## config.mk

```make
export PLATFORM = sky130hd
export DESIGN_NAME = seg_integrator
export DESIGN_NICKNAME = d
export VERILOG_FILES = /design/src/rtl/segint_pkg.sv /design/src/rtl/segint_slice_sum.sv /design/src/rtl/segint_sat_add.sv /design/src/rtl/segint_readout.sv /design/src/rtl/seg_integrator.sv
export SDC_FILE = /design/constraint.sdc
export NUM_CORES = 2
export LEC_CHECK = 0
export BUFFER_PORTS_ARGS = -buffer_cell sky130_fd_sc_hd__buf_4
export CORE_MARGIN = 1.5
export CORE_UTILIZATION = 56
export DETAILED_ROUTE_END_ITERATION = 10
export PLACE_DENSITY = 0.81
export SYNTH_ARGS = -nofsm -noshare
export SYNTH_HDL_FRONTEND = slang
export SYNTH_SLANG_ARGS = --single-unit
```

## constraint.sdc

```tcl
create_clock -name clk -period 10.4 [get_ports clk]
set_input_delay 0.52 -clock clk [delete_from_list [all_inputs] [get_ports clk]]
set_output_delay 0.52 -clock clk [all_outputs]
set_load 0.005 [all_outputs]
```

## src/rtl/segint_pkg.sv

```systemverilog
package segint_pkg;

  // Programmed integration length, with zero treated as one segment.
  function automatic int unsigned eff_len(input int unsigned prog);
    return (prog == 0) ? 1 : prog;
  endfunction

endpackage

```

## src/rtl/segint_slice_sum.sv

```systemverilog
module segint_slice_sum #(
  parameter int NSLICE = 32,
  parameter int PW     = 4,
  parameter int SW     = 10
) (
  input  logic [NSLICE*PW-1:0] part,
  output logic signed [SW-1:0] sum
);

  logic signed [SW-1:0] ext [NSLICE];

  for (genvar g = 0; g < NSLICE; g++) begin : g_ext
    assign ext[g] = SW'($signed(part[g*PW +: PW]));
  end

  always_comb begin
    sum = '0;
    for (int i = 0; i < NSLICE; i++) sum = sum + ext[i];
  end

endmodule

```

## src/rtl/segint_sat_add.sv

```systemverilog
module segint_sat_add #(
  parameter int AW = 24,
  parameter int SW = 10
) (
  input  logic signed [AW-1:0] base,
  input  logic signed [SW-1:0] addend,
  output logic signed [AW-1:0] res,
  output logic                 sat
);

  logic signed [AW:0] wide;

  always_comb begin
    wide = (AW+1)'(base) + (AW+1)'(addend);
    sat  = wide[AW] ^ wide[AW-1];
    res  = sat ? {wide[AW], {(AW-1){~wide[AW]}}} : wide[AW-1:0];
  end

  // Clipping only ever moves toward the sign of the addend.
  always_comb begin
    if (sat) begin
      assert_sat_dir_R6: assert (res[AW-1] == addend[SW-1]);
    end
  end

endmodule

```

## src/rtl/segint_readout.sv

```systemverilog
module segint_readout #(
  parameter int NLAG = 64,
  parameter int LW   = 6,
  parameter int IW   = 7
) (
  input  logic          clk,
  input  logic          rst_n,
  input  logic          start,
  input  logic          start_bank,
  input  logic          ready,
  output logic          valid,
  output logic          last,
  output logic [IW-1:0] addr,
  output logic          cur_bank
);

  logic [LW-1:0] ptr;
  logic          busy;

  assign valid = busy;
  assign last  = busy && (ptr == LW'(NLAG - 1));
  assign addr  = IW'(cur_bank ? NLAG : 0) + IW'(ptr);

  always_ff @(posedge clk or negedge rst_n) begin
    if (!rst_n) begin
      busy     <= 1'b0;
      ptr      <= '0;
      cur_bank <= 1'b0;
    end else if (start) begin
      busy     <= 1'b1;
      ptr      <= '0;
      cur_bank <= start_bank;
    end else if (busy && ready) begin
      if (ptr == LW'(NLAG - 1)) busy <= 1'b0;
      else                      ptr  <= ptr + 1'b1;
    end
  end

  assert_stall_hold_R8: assert property (@(posedge clk) disable iff (!rst_n)
    (valid && !ready && !start) |=> (valid && $stable(ptr) && $stable(cur_bank)));

  assert_end_drop_R8: assert property (@(posedge clk) disable iff (!rst_n)
    (valid && ready && last && !start) |=> !valid);

endmodule

```

## src/rtl/seg_integrator.sv

```systemverilog
module seg_integrator
  import segint_pkg::*;
#(
  parameter int NSLICE = 32,
  parameter int PW     = 4,
  parameter int AW     = 24,
  parameter int NLAG   = 64,
  parameter int CW     = 8,
  localparam int LW    = (NLAG > 1) ? $clog2(NLAG) : 1
) (
  input  logic                 clk,
  input  logic                 rst_n,
  input  logic [CW-1:0]        int_segs,
  input  logic                 in_valid,
  output logic                 in_ready,
  input  logic [LW-1:0]        in_lag,
  input  logic                 in_last,
  input  logic [NSLICE*PW-1:0] in_part,
  output logic                 out_valid,
  input  logic                 out_ready,
  output logic [AW-1:0]        out_data,
  output logic                 out_last,
  output logic                 dump_ovf,
  output logic                 dump_late
);

  localparam int SW    = PW + $clog2(NSLICE) + 1;
  localparam int DEPTH = 2 * NLAG;
  localparam int IW    = $clog2(DEPTH);

  function automatic logic [IW-1:0] slot(input logic bank, input logic [LW-1:0] lag);
    return IW'(bank ? NLAG : 0) + IW'(lag);
  endfunction

  // Stage A: accept, slice total, memory read
  logic                 act_bank, first_pass;
  logic [CW-1:0]        seg_cnt;
  logic                 seg_end, cnt_hit, swap_now;
  logic signed [SW-1:0] sum_c;

  assign in_ready = 1'b1;
  assign seg_end  = in_valid && in_last;
  assign cnt_hit  = (32'(seg_cnt) + 32'd1) >= eff_len(32'(int_segs));
  assign swap_now = seg_end && cnt_hit;

  segint_slice_sum #(.NSLICE(NSLICE), .PW(PW), .SW(SW)) u_sum (
    .part (in_part),
    .sum  (sum_c)
  );

  // Stage B: modify and write back
  logic                 b_valid, b_bank, b_first, b_end;
  logic [LW-1:0]        b_addr;
  logic signed [SW-1:0] b_sum;
  logic [AW-1:0]        rd_q;
  logic                 f_valid, f_bank;
  logic [LW-1:0]        f_addr;
  logic [AW-1:0]        f_val;
  logic                 fwd_hit, sat_c, ovf_run, rd_start;
  logic signed [AW-1:0] old_v, new_v;
  logic [AW-1:0]        mem [DEPTH];
  logic [IW-1:0]        rd_addr;
  logic                 rd_bank;

  assign fwd_hit  = f_valid && (f_addr == b_addr) && (f_bank == b_bank);
  assign old_v    = b_first ? '0 : (fwd_hit ? f_val : rd_q);
  assign rd_start = b_valid && b_end;

  segint_sat_add #(.AW(AW), .SW(SW)) u_add (
    .base   (old_v),
    .addend (b_sum),
    .res    (new_v),
    .sat    (sat_c)
  );

  always_ff @(posedge clk) begin
    if (in_valid) rd_q <= mem[slot(act_bank, in_lag)];
    if (b_valid)  mem[slot(b_bank, b_addr)] <= new_v;
  end

  always_ff @(posedge clk or negedge rst_n) begin
    if (!rst_n) begin
      act_bank   <= 1'b0;
      first_pass <= 1'b1;
      seg_cnt    <= '0;
      b_valid    <= 1'b0;
      b_bank     <= 1'b0;
      b_first    <= 1'b0;
      b_end      <= 1'b0;
      b_addr     <= '0;
      b_sum      <= '0;
      f_valid    <= 1'b0;
      f_bank     <= 1'b0;
      f_addr     <= '0;
      f_val      <= '0;
      ovf_run    <= 1'b0;
      dump_ovf   <= 1'b0;
      dump_late  <= 1'b0;
    end else begin
      if (seg_end) begin
        if (cnt_hit) begin
          seg_cnt    <= '0;
          act_bank   <= ~act_bank;
          first_pass <= 1'b1;
        end else begin
          seg_cnt    <= seg_cnt + 1'b1;
          first_pass <= 1'b0;
        end
      end
      b_valid <= in_valid;
      if (in_valid) begin
        b_bank  <= act_bank;
        b_first <= first_pass;
        b_end   <= swap_now;
        b_addr  <= in_lag;
        b_sum   <= sum_c;
      end
      f_valid <= b_valid;
      f_bank  <= b_bank;
      f_addr  <= b_addr;
      f_val   <= new_v;
      if (b_valid) begin
        if (b_end) begin
          dump_ovf  <= ovf_run | sat_c;
          dump_late <= out_valid;
          ovf_run   <= 1'b0;
        end else begin
          ovf_run <= ovf_run | sat_c;
        end
      end
    end
  end

  segint_readout #(.NLAG(NLAG), .LW(LW), .IW(IW)) u_rd (
    .clk        (clk),
    .rst_n      (rst_n),
    .start      (rd_start),
    .start_bank (b_bank),
    .ready      (out_ready),
    .valid      (out_valid),
    .last       (out_last),
    .addr       (rd_addr),
    .cur_bank   (rd_bank)
  );

  assign out_data = mem[rd_addr];

  // Same-lag update on the previous cycle must be served by the bypass.
  assert_fwd_needed_R5: assert property (@(posedge clk) disable iff (!rst_n)
    (b_valid && $past(b_valid) && ($past(b_addr) == b_addr) && ($past(b_bank) == b_bank))
      |-> fwd_hit);

  // Readout and accumulation never share a bank right after a dump.
  assert_bank_split_R4: assert property (@(posedge clk) disable iff (!rst_n)
    rd_start |=> (out_valid && (rd_bank != act_bank)));

  assert_flags_hold_R7: assert property (@(posedge clk) disable iff (!rst_n)
    !rd_start |=> ($stable(dump_ovf) && $stable(dump_late)));

  assert_in_open_R1: assert property (@(posedge clk) disable iff (!rst_n)
    $rose(b_valid) |-> $past(in_valid));

endmodule

```

== After elaboration in Yosys (flattened, before gate mapping) ==
Memory sizes are Yosys's and may differ from the RTL's. A register that Yosys moved wholly into a read port is not among the register bits.
Cells that the tools add are included.

* Bits in registers: 73
* Bits in latches: 0
* RAM bits: 3072
* Memory bits (read-only): 0
* Input port bits: 147
* Memories: 1

{| class="wikitable"
|+ Memories
! name !! depth !! bits a word !! rd ports !! clocked after memory_dff !! write ports !! RTL line !! source
|-
| mem || 128 || 24 || 2 || 1 || 1 || seg_integrator.sv:61 || <nowiki>logic [AW-1:0] mem [DEPTH];</nowiki>
|}

* Add/subtract/negate cells: 38
* Multiply operators: 0
* Divide/modulo/power cells: 0
* Order comparisons: 1
* Equality and inequality tests: 4
* Shift-type cells: 0
* Multiplexer cells: 18
* Bitwise logic cells: 4
* Reductions and logical operators: 14

{| class="wikitable"
|+ Operator list
! cell !! count
|-
| adder 10 x 4 -> 10 bit || 29
|-
| 2-to-1 mux 24 bit || 3
|-
| adder 24 x 10 -> 25 bit || 1
|-
| adder 7 x 6 -> 7 bit || 3
|-
| 2-to-1 mux 7 bit || 3
|-
| 2-to-1 mux 6 bit || 3
|-
| 2-to-1 mux 8 bit || 2
|-
| adder 8 x 1 -> 9 bit, second input constant || 1
|-
| >= comparator 9 x 8 -> 1 bit || 1
|-
| adder 8 x 1 -> 8 bit, second input constant || 1
|-
| zero test 8 bit || 1
|-
| AND reduction 2 bit || 4
|-
| logical AND 1 bit || 7
|-
| 2-to-1 mux 1 bit || 7
|-
| adder 5 x 4 -> 6 bit || 1
|-
| adder 6 x 1 -> 6 bit, second input constant || 1
|-
| == test 6 bit || 1
|-
| == test 6 bit, second input constant || 1
|-
| adder 4 x 4 -> 5 bit || 1
|-
| nonzero test 2 bit || 2
|-
| inequality test 2 bit, second input constant || 1
|-
| NOT 1 bit || 2
|-
| == test 1 bit || 1
|-
| OR 1 bit || 1
|-
| XOR 1 bit || 1
|}

== Depth between registers and ports, before layout ==
* Word-level depth: 31
* Gate-level depth with buffers: 24
* Gate-level depth less buffers: 24

== Modules after synthesis ==
From an unflattened synthesis, not the netlist that was laid out.

* Cell total of the unflattened synthesis: 9066
* Area, all modules: 150847.2 µm²

{| class="wikitable"
|+ By module, submodules not included
! module !! instances !! cells each !! area each (µm²)
|-
| seg_integrator || 1 || 8387 || 144617.4
|-
| segint_slice_sum || 1 || 390 || 4107.7
|-
| segint_sat_add || 1 || 249 || 1696.6
|-
| segint_readout || 1 || 40 || 425.4
|}

== Worst setup path after synthesis ==
OpenSTA, ideal clock, no wires.

* Path kind: register to register
* Start: register b_addr[4]
* End: memory mem[0][0] (data pin)
* Library setup time: 1.206 ns
* Arrival: 8.844 ns
* Data required time: 9.194 ns
* Slack: 0.350 ns
* Stages on the path, launching flop included: 17
* Buffers on the path: 3
* Period minus slack after synthesis: 10.050 ns
* Path through: dfrtp_1 clkbuf_1 xnor2_1 nand4_1 nor2_1 clkbuf_1 mux2i_1 nor2_1 ha_1 o21a_1 o21a_1 a31oi_1 and4b_1 o21ai_0 a21oi_1 clkbuf_1 o21ai_0

* Longest elaborated chain between the ends: 8
* Elaborated cells between the ends (all ways): 9
* Those cells by class: 1 x add/sub; 1 x eq/ne; 3 x mux; 2 x bitwise; 2 x reduce/logical

{| class="wikitable"
|+ Ends and longest elaborated chain
! what !! RTL line !! source
|-
| start: declaration || seg_integrator.sv:53 || <nowiki>logic [LW-1:0] b_addr;</nowiki>
|-
| start signal: assignment || seg_integrator.sv:115 || <nowiki>b_addr <= in_lag;</nowiki>
|-
| == test 6 bit (*) || seg_integrator.sv:65 || <nowiki>assign fwd_hit = f_valid && (f_addr == b_addr) && (f_bank == b_bank);</nowiki>
|-
| logical AND 1 bit (*) (2 in a row) || seg_integrator.sv:65 ||
|-
| 2-to-1 mux 24 bit (*) (2 in a row) || seg_integrator.sv:66 || <nowiki>assign old_v = b_first ? '0 : (fwd_hit ? f_val : rd_q);</nowiki>
|-
| adder 24 x 10 -> 25 bit (*) || segint_sat_add.sv:14 || <nowiki>wide = (AW+1)'(base) + (AW+1)'(addend);</nowiki>
|-
| XOR 1 bit / NOT 1 bit (equally long branches) || segint_sat_add.sv:15, segint_sat_add.sv:16 ||
|-
| 2-to-1 mux 24 bit (*) || segint_sat_add.sv:16 || <nowiki>res = sat ? {wide[AW], {(AW-1){~wide[AW]}}} : wide[AW-1:0];</nowiki>
|-
| net new_v[0] || seg_integrator.sv:60 || <nowiki>logic signed [AW-1:0] old_v, new_v;</nowiki>
|-
| end: declaration || seg_integrator.sv:61 ||
|}

Mark *: on every way through the listed nets, which the timed path passes. The rest lies on a longest branch.

== Worst setup path after layout ==
* Start: register b_addr[1]
* End: memory mem[106][22] (data pin)

Same word-level chain as after synthesis.

==> results.txt <==
- The flow ran to the end, and the final reports show no timing, DRC or antenna violations.
- Worst-case vdd ir drop: 0.00101 V
- FP Rows: about 190
- TritonCTS built the clock tree.
- Setup violations remaining at the end of the flow were counted as 0.
- Share of synthesized cell area in full adder, half adder and majority cells: 0.0245
- Of the total power, the share spent switching nets is 0.387.
- Cell Int Power: 39400 uW
* Worst Path Max Fanout: 96
* Synth unique cells: 53
- Measured against its own limit, the worst slew margin works out to 0.189.
* Synthesis-to-layout area growth: 11.8%
- Clk Latency, worst-skew pair: between 0.9 and 1 ns
- Maximum buffer depth of the clock tree: 4
- Total Routing Usage GR: 0.370
* Post-synthesis simple-gate area fraction: 0.00859
* Data required time of the critical path: roughly 11 ns
* Count of port buffers added during placement: approximately 170
- Once the clock tree was built, the setup fixing pass inserted 0 buffers.
* Area occupied by multi-input gates: around 54000 sq um
* Hold bufs inserted after CTS: 2
- Compound-Gate Fraction of Synth Area: 0.00551
- Sort of element at the start of the critical path: flop
* Critical path start-end classification: reg2reg
* Count of instances resized after the clock tree is built: 0
* Xor/xnor cell area share of the yosys netlist: 0.00286
* Die H: roughly 520 um
- Dividing the detail-routed via count by the number of cells gives approximately 8.
* Top cells by count, synth: 3096 x edfxtp_1, 2016 x mux4_2, 299 x clkbuf_1, 213 x inv_1, 172 x nor2_1
* Power dissipated by switching net loads: between 20000 and 25000 uW
- Instance count of the mapped netlist: approximately 6700
- The tightest min-delay check is of the in2async type.
- Registers take about 95000 sq um.
- For this run, design rule violations remaining after detail routing come to 0.
* Share of total power in the clock network: 0.184
- The portion of synthesized area spent on multiplexers is 0.309.
- Initial cell density of the core: 0.565
- The die covers between 200000 and 300000 sq um.
- Overall via count from detail_route: ~85000
* Die Width: ~520 um
- Upper clock frequency limit: roughly 0.13 GHz
- The synthesized design contains 3096 enable-type register cells.
- Setup crit end kind: flop
* Clock root buffer: clkbuf_16
- By area the synthesized netlist is led by edfxtp_1 62%, mux4_2 30%, fa_1 1.9%.
- Final critical path time including I/O delays and setup: roughly 7.4 ns
* Number of global-route vias before repair: roughly 87000
- Setup total negative slack on the finished layout was measured at 0 ns.
* Share of cells above drive strength 1: 0.436
* WP data arrival: roughly 8 ns
* CTS clock-pin slew for the worst setup and hold paths: 0.06 ns
- For this run, the leading register cell type out of synthesis is edfxtp_1.
- Number of nets produced by synthesis: 7023
- Worst-margin pin slew: between 1 and 1.5 ns
- Detailed Routing Iterations Pass 1: 8
* Part of the power in registers: 0.354
- Global-route congestion overflow total: 0
- In this run, synthesis produced a sequential element count of ~3200.
- Power spread over the standard cell area amounts to between 300 and 400 nW/um^2.
* Sequential fraction of the synthesis area: 0.631
- edfxtp_1 is the most common cell in the netlist.
- Unrepaired setup endpoints after global routing: false
- For this block, the routed nets add up to a little under 500 mm of wire.
- The initial antenna violation count came to just over 60.
- At the end of routability-driven placement, the weighted congestion stood at 0.909.
- In this run the cell area of the synthesized design comes to between 150000 and 200000 sq um.
- TritonCTS created between 300 and 400 clock buffers.
- By area, the combinational part of the netlist is dominated by multiplexers.
* FILL cells: between 15000 and 20000
- Global-route wire length before repair: between 600 and 700 mm
- Final HPWL DP: roughly 270 mm
- Clock tree skew after final layout: approximately 0.045 ns
- Across the run, the number of max-cap violations was 0.
* Leakage: 0.0526 uW
- Number of levels in the clock H-tree: 5
* Largest net degree at the start of global routing: around 130
- During synthesis, Yosys emitted a total of 0 warnings.
- In the finished design, the share of the clock period the worst path needs comes to 0.716.
* CTS Sinks: between 3000 and 4000
* Final Hold Violating Endpoints: 0
- The max-slew violation count is 0.
- The largest total area in the synthesized netlist belongs to edfxtp_1.
- Drt wl/cell: 46.2 um
* Detail Route Antenna Nets: 0
- The share of total power dissipated in combinational logic is 0.461.
- Final cell area excluding filler cells: ~170000 sq um
* NumNets Final: around 7300
* DRT iter0 DRCs: 15900
- During I/O placement, the number of pins put on the boundary was roughly 180.
- Core region area: between 200000 and 300000 sq um
- Proportion of netlist area held by the largest area contributor: 0.619
- FFs w/ async S/R, synth: 0.0230
- For flop-to-flop paths, the worst setup slack is 2.95 ns.
- Average cell area after synthesis: 22.5 sq um
* Placement Cell Area: 157000 sq um
## flip-flops by register name (all words and copies together) (netlist names), 6 cells and up
name and cells:
f_addr 6, rd_q 24, b_addr 6, u_rd.ptr 6
b_sum 10, mem 3072, seg_cnt 8, f_val 24
## through the flow
stage	hold slack, ns	total power (uW)	setup slack (ns)	utilization	std cells
after floorplan	0.224	41200	0.350	-	6673
after global placement	0.428	50600	3.29	0.591	10100
after detailed placement	0.435	51400	3.26	0.591	10100
after CTS	0.0318	63500	3.22	0.631	10700
after global routing	0.0657	65900	2.70	0.631	10700
final	0.0571	64300	2.95	0.631	10700
## per-layer routing
metal  vias up  GRT usage  part of all wire
met5         -          0           0.00080
met4        46      0.273             0.094
met3      2143      0.129              0.17
met2      9140      0.545              0.45
met1     44100      0.457              0.29
li1      29900          -                 -
## power by group through the flow
stage / clock network [uW] / logic [uW] / registers (uW)
global route: 12300 / 30800 / 22800
finish: 11800 / 29600 / 22800
floorplan: 0 / 17600 / 23600
CTS: 11800 / 28900 / 22700
global placement: 0 / 27700 / 22900
detailed placement: 0 / 28400 / 23000
## cell families after synthesis
kind of cell / after synthesis
AO/OA/AOI/OAI: 136
XOR/XNOR: 49
adder cells (fa/ha/maj): 211
buffers and inverters: 701
flip-flops: 3169
multiplexers: 2107
other: 1
AND/OR/NAND/NOR: 299
## cell type report
| type | instances | share of cell area |
|---|---|---|
| clock inverters | 173 | 0.0101 |
| flip-flops and latches | 3169 | 0.565 |
| clock buffers | 403 | 0.0524 |
| well taps | 3533 | 0.0263 |
| multi-input cells | 2803 | 0.320 |
| inverters | 213 | 0.00477 |
| diodes | 29 | 0.000432 |
| repair buffers | 421 | 0.0208 |
## path summary, 6_finish.rpt
| kind | start | endpoint | cells after the start |
|---|---|---|---|
| max | b_addr[1] | mem[106][22] | 17 |
| max reg2reg | b_addr[1] | mem[106][22] | 17 |
| min | rst_n | b_sum[2] | 2 |
| max in group asynchronous | rst_n | u_rd.cur_bank | 3 |
| min in group clk | in_last | first_pass | 3 |
| min reg2reg | b_addr[0] | f_addr[0] | 0 |
## layout by cell type, fill, tap and decap left out, types with 47 or more instances in the layout
cell type	netlist	layout
clkbuf_16	0	339
buf_4	2	392
ha_1	62	62
inv_1	213	212
fa_1	141	141
mux4_2	2016	2016
nor2_4	0	125
clkinv_2	0	61
mux2_2	64	64
clkbuf_1	299	56
clkinv_1	0	53
edfxtp_1	3096	3096
dfrtp_1	72	64
nor2_1	172	47
## worst max-delay path: stages, from the launching register on
cell,delay (ns)
dfrtp_1,0.67
xnor2_1,0.19
nand4_1,0.17
nor2_4,0.91
mux2i_1,0.19
nor2_1,0.17
ha_1,0.22
inv_1,0.07
fa_1,0.41
nand2b_1,0.19
a21oi_1,0.23
o211ai_1,0.18
a21oi_1,0.21
o31a_1,0.71
nand3_1,0.16
buf_4,0.31
a31oi_4,0.90
buf_4,0.91
Note: power is estimated with default switching activity, not from simulation.
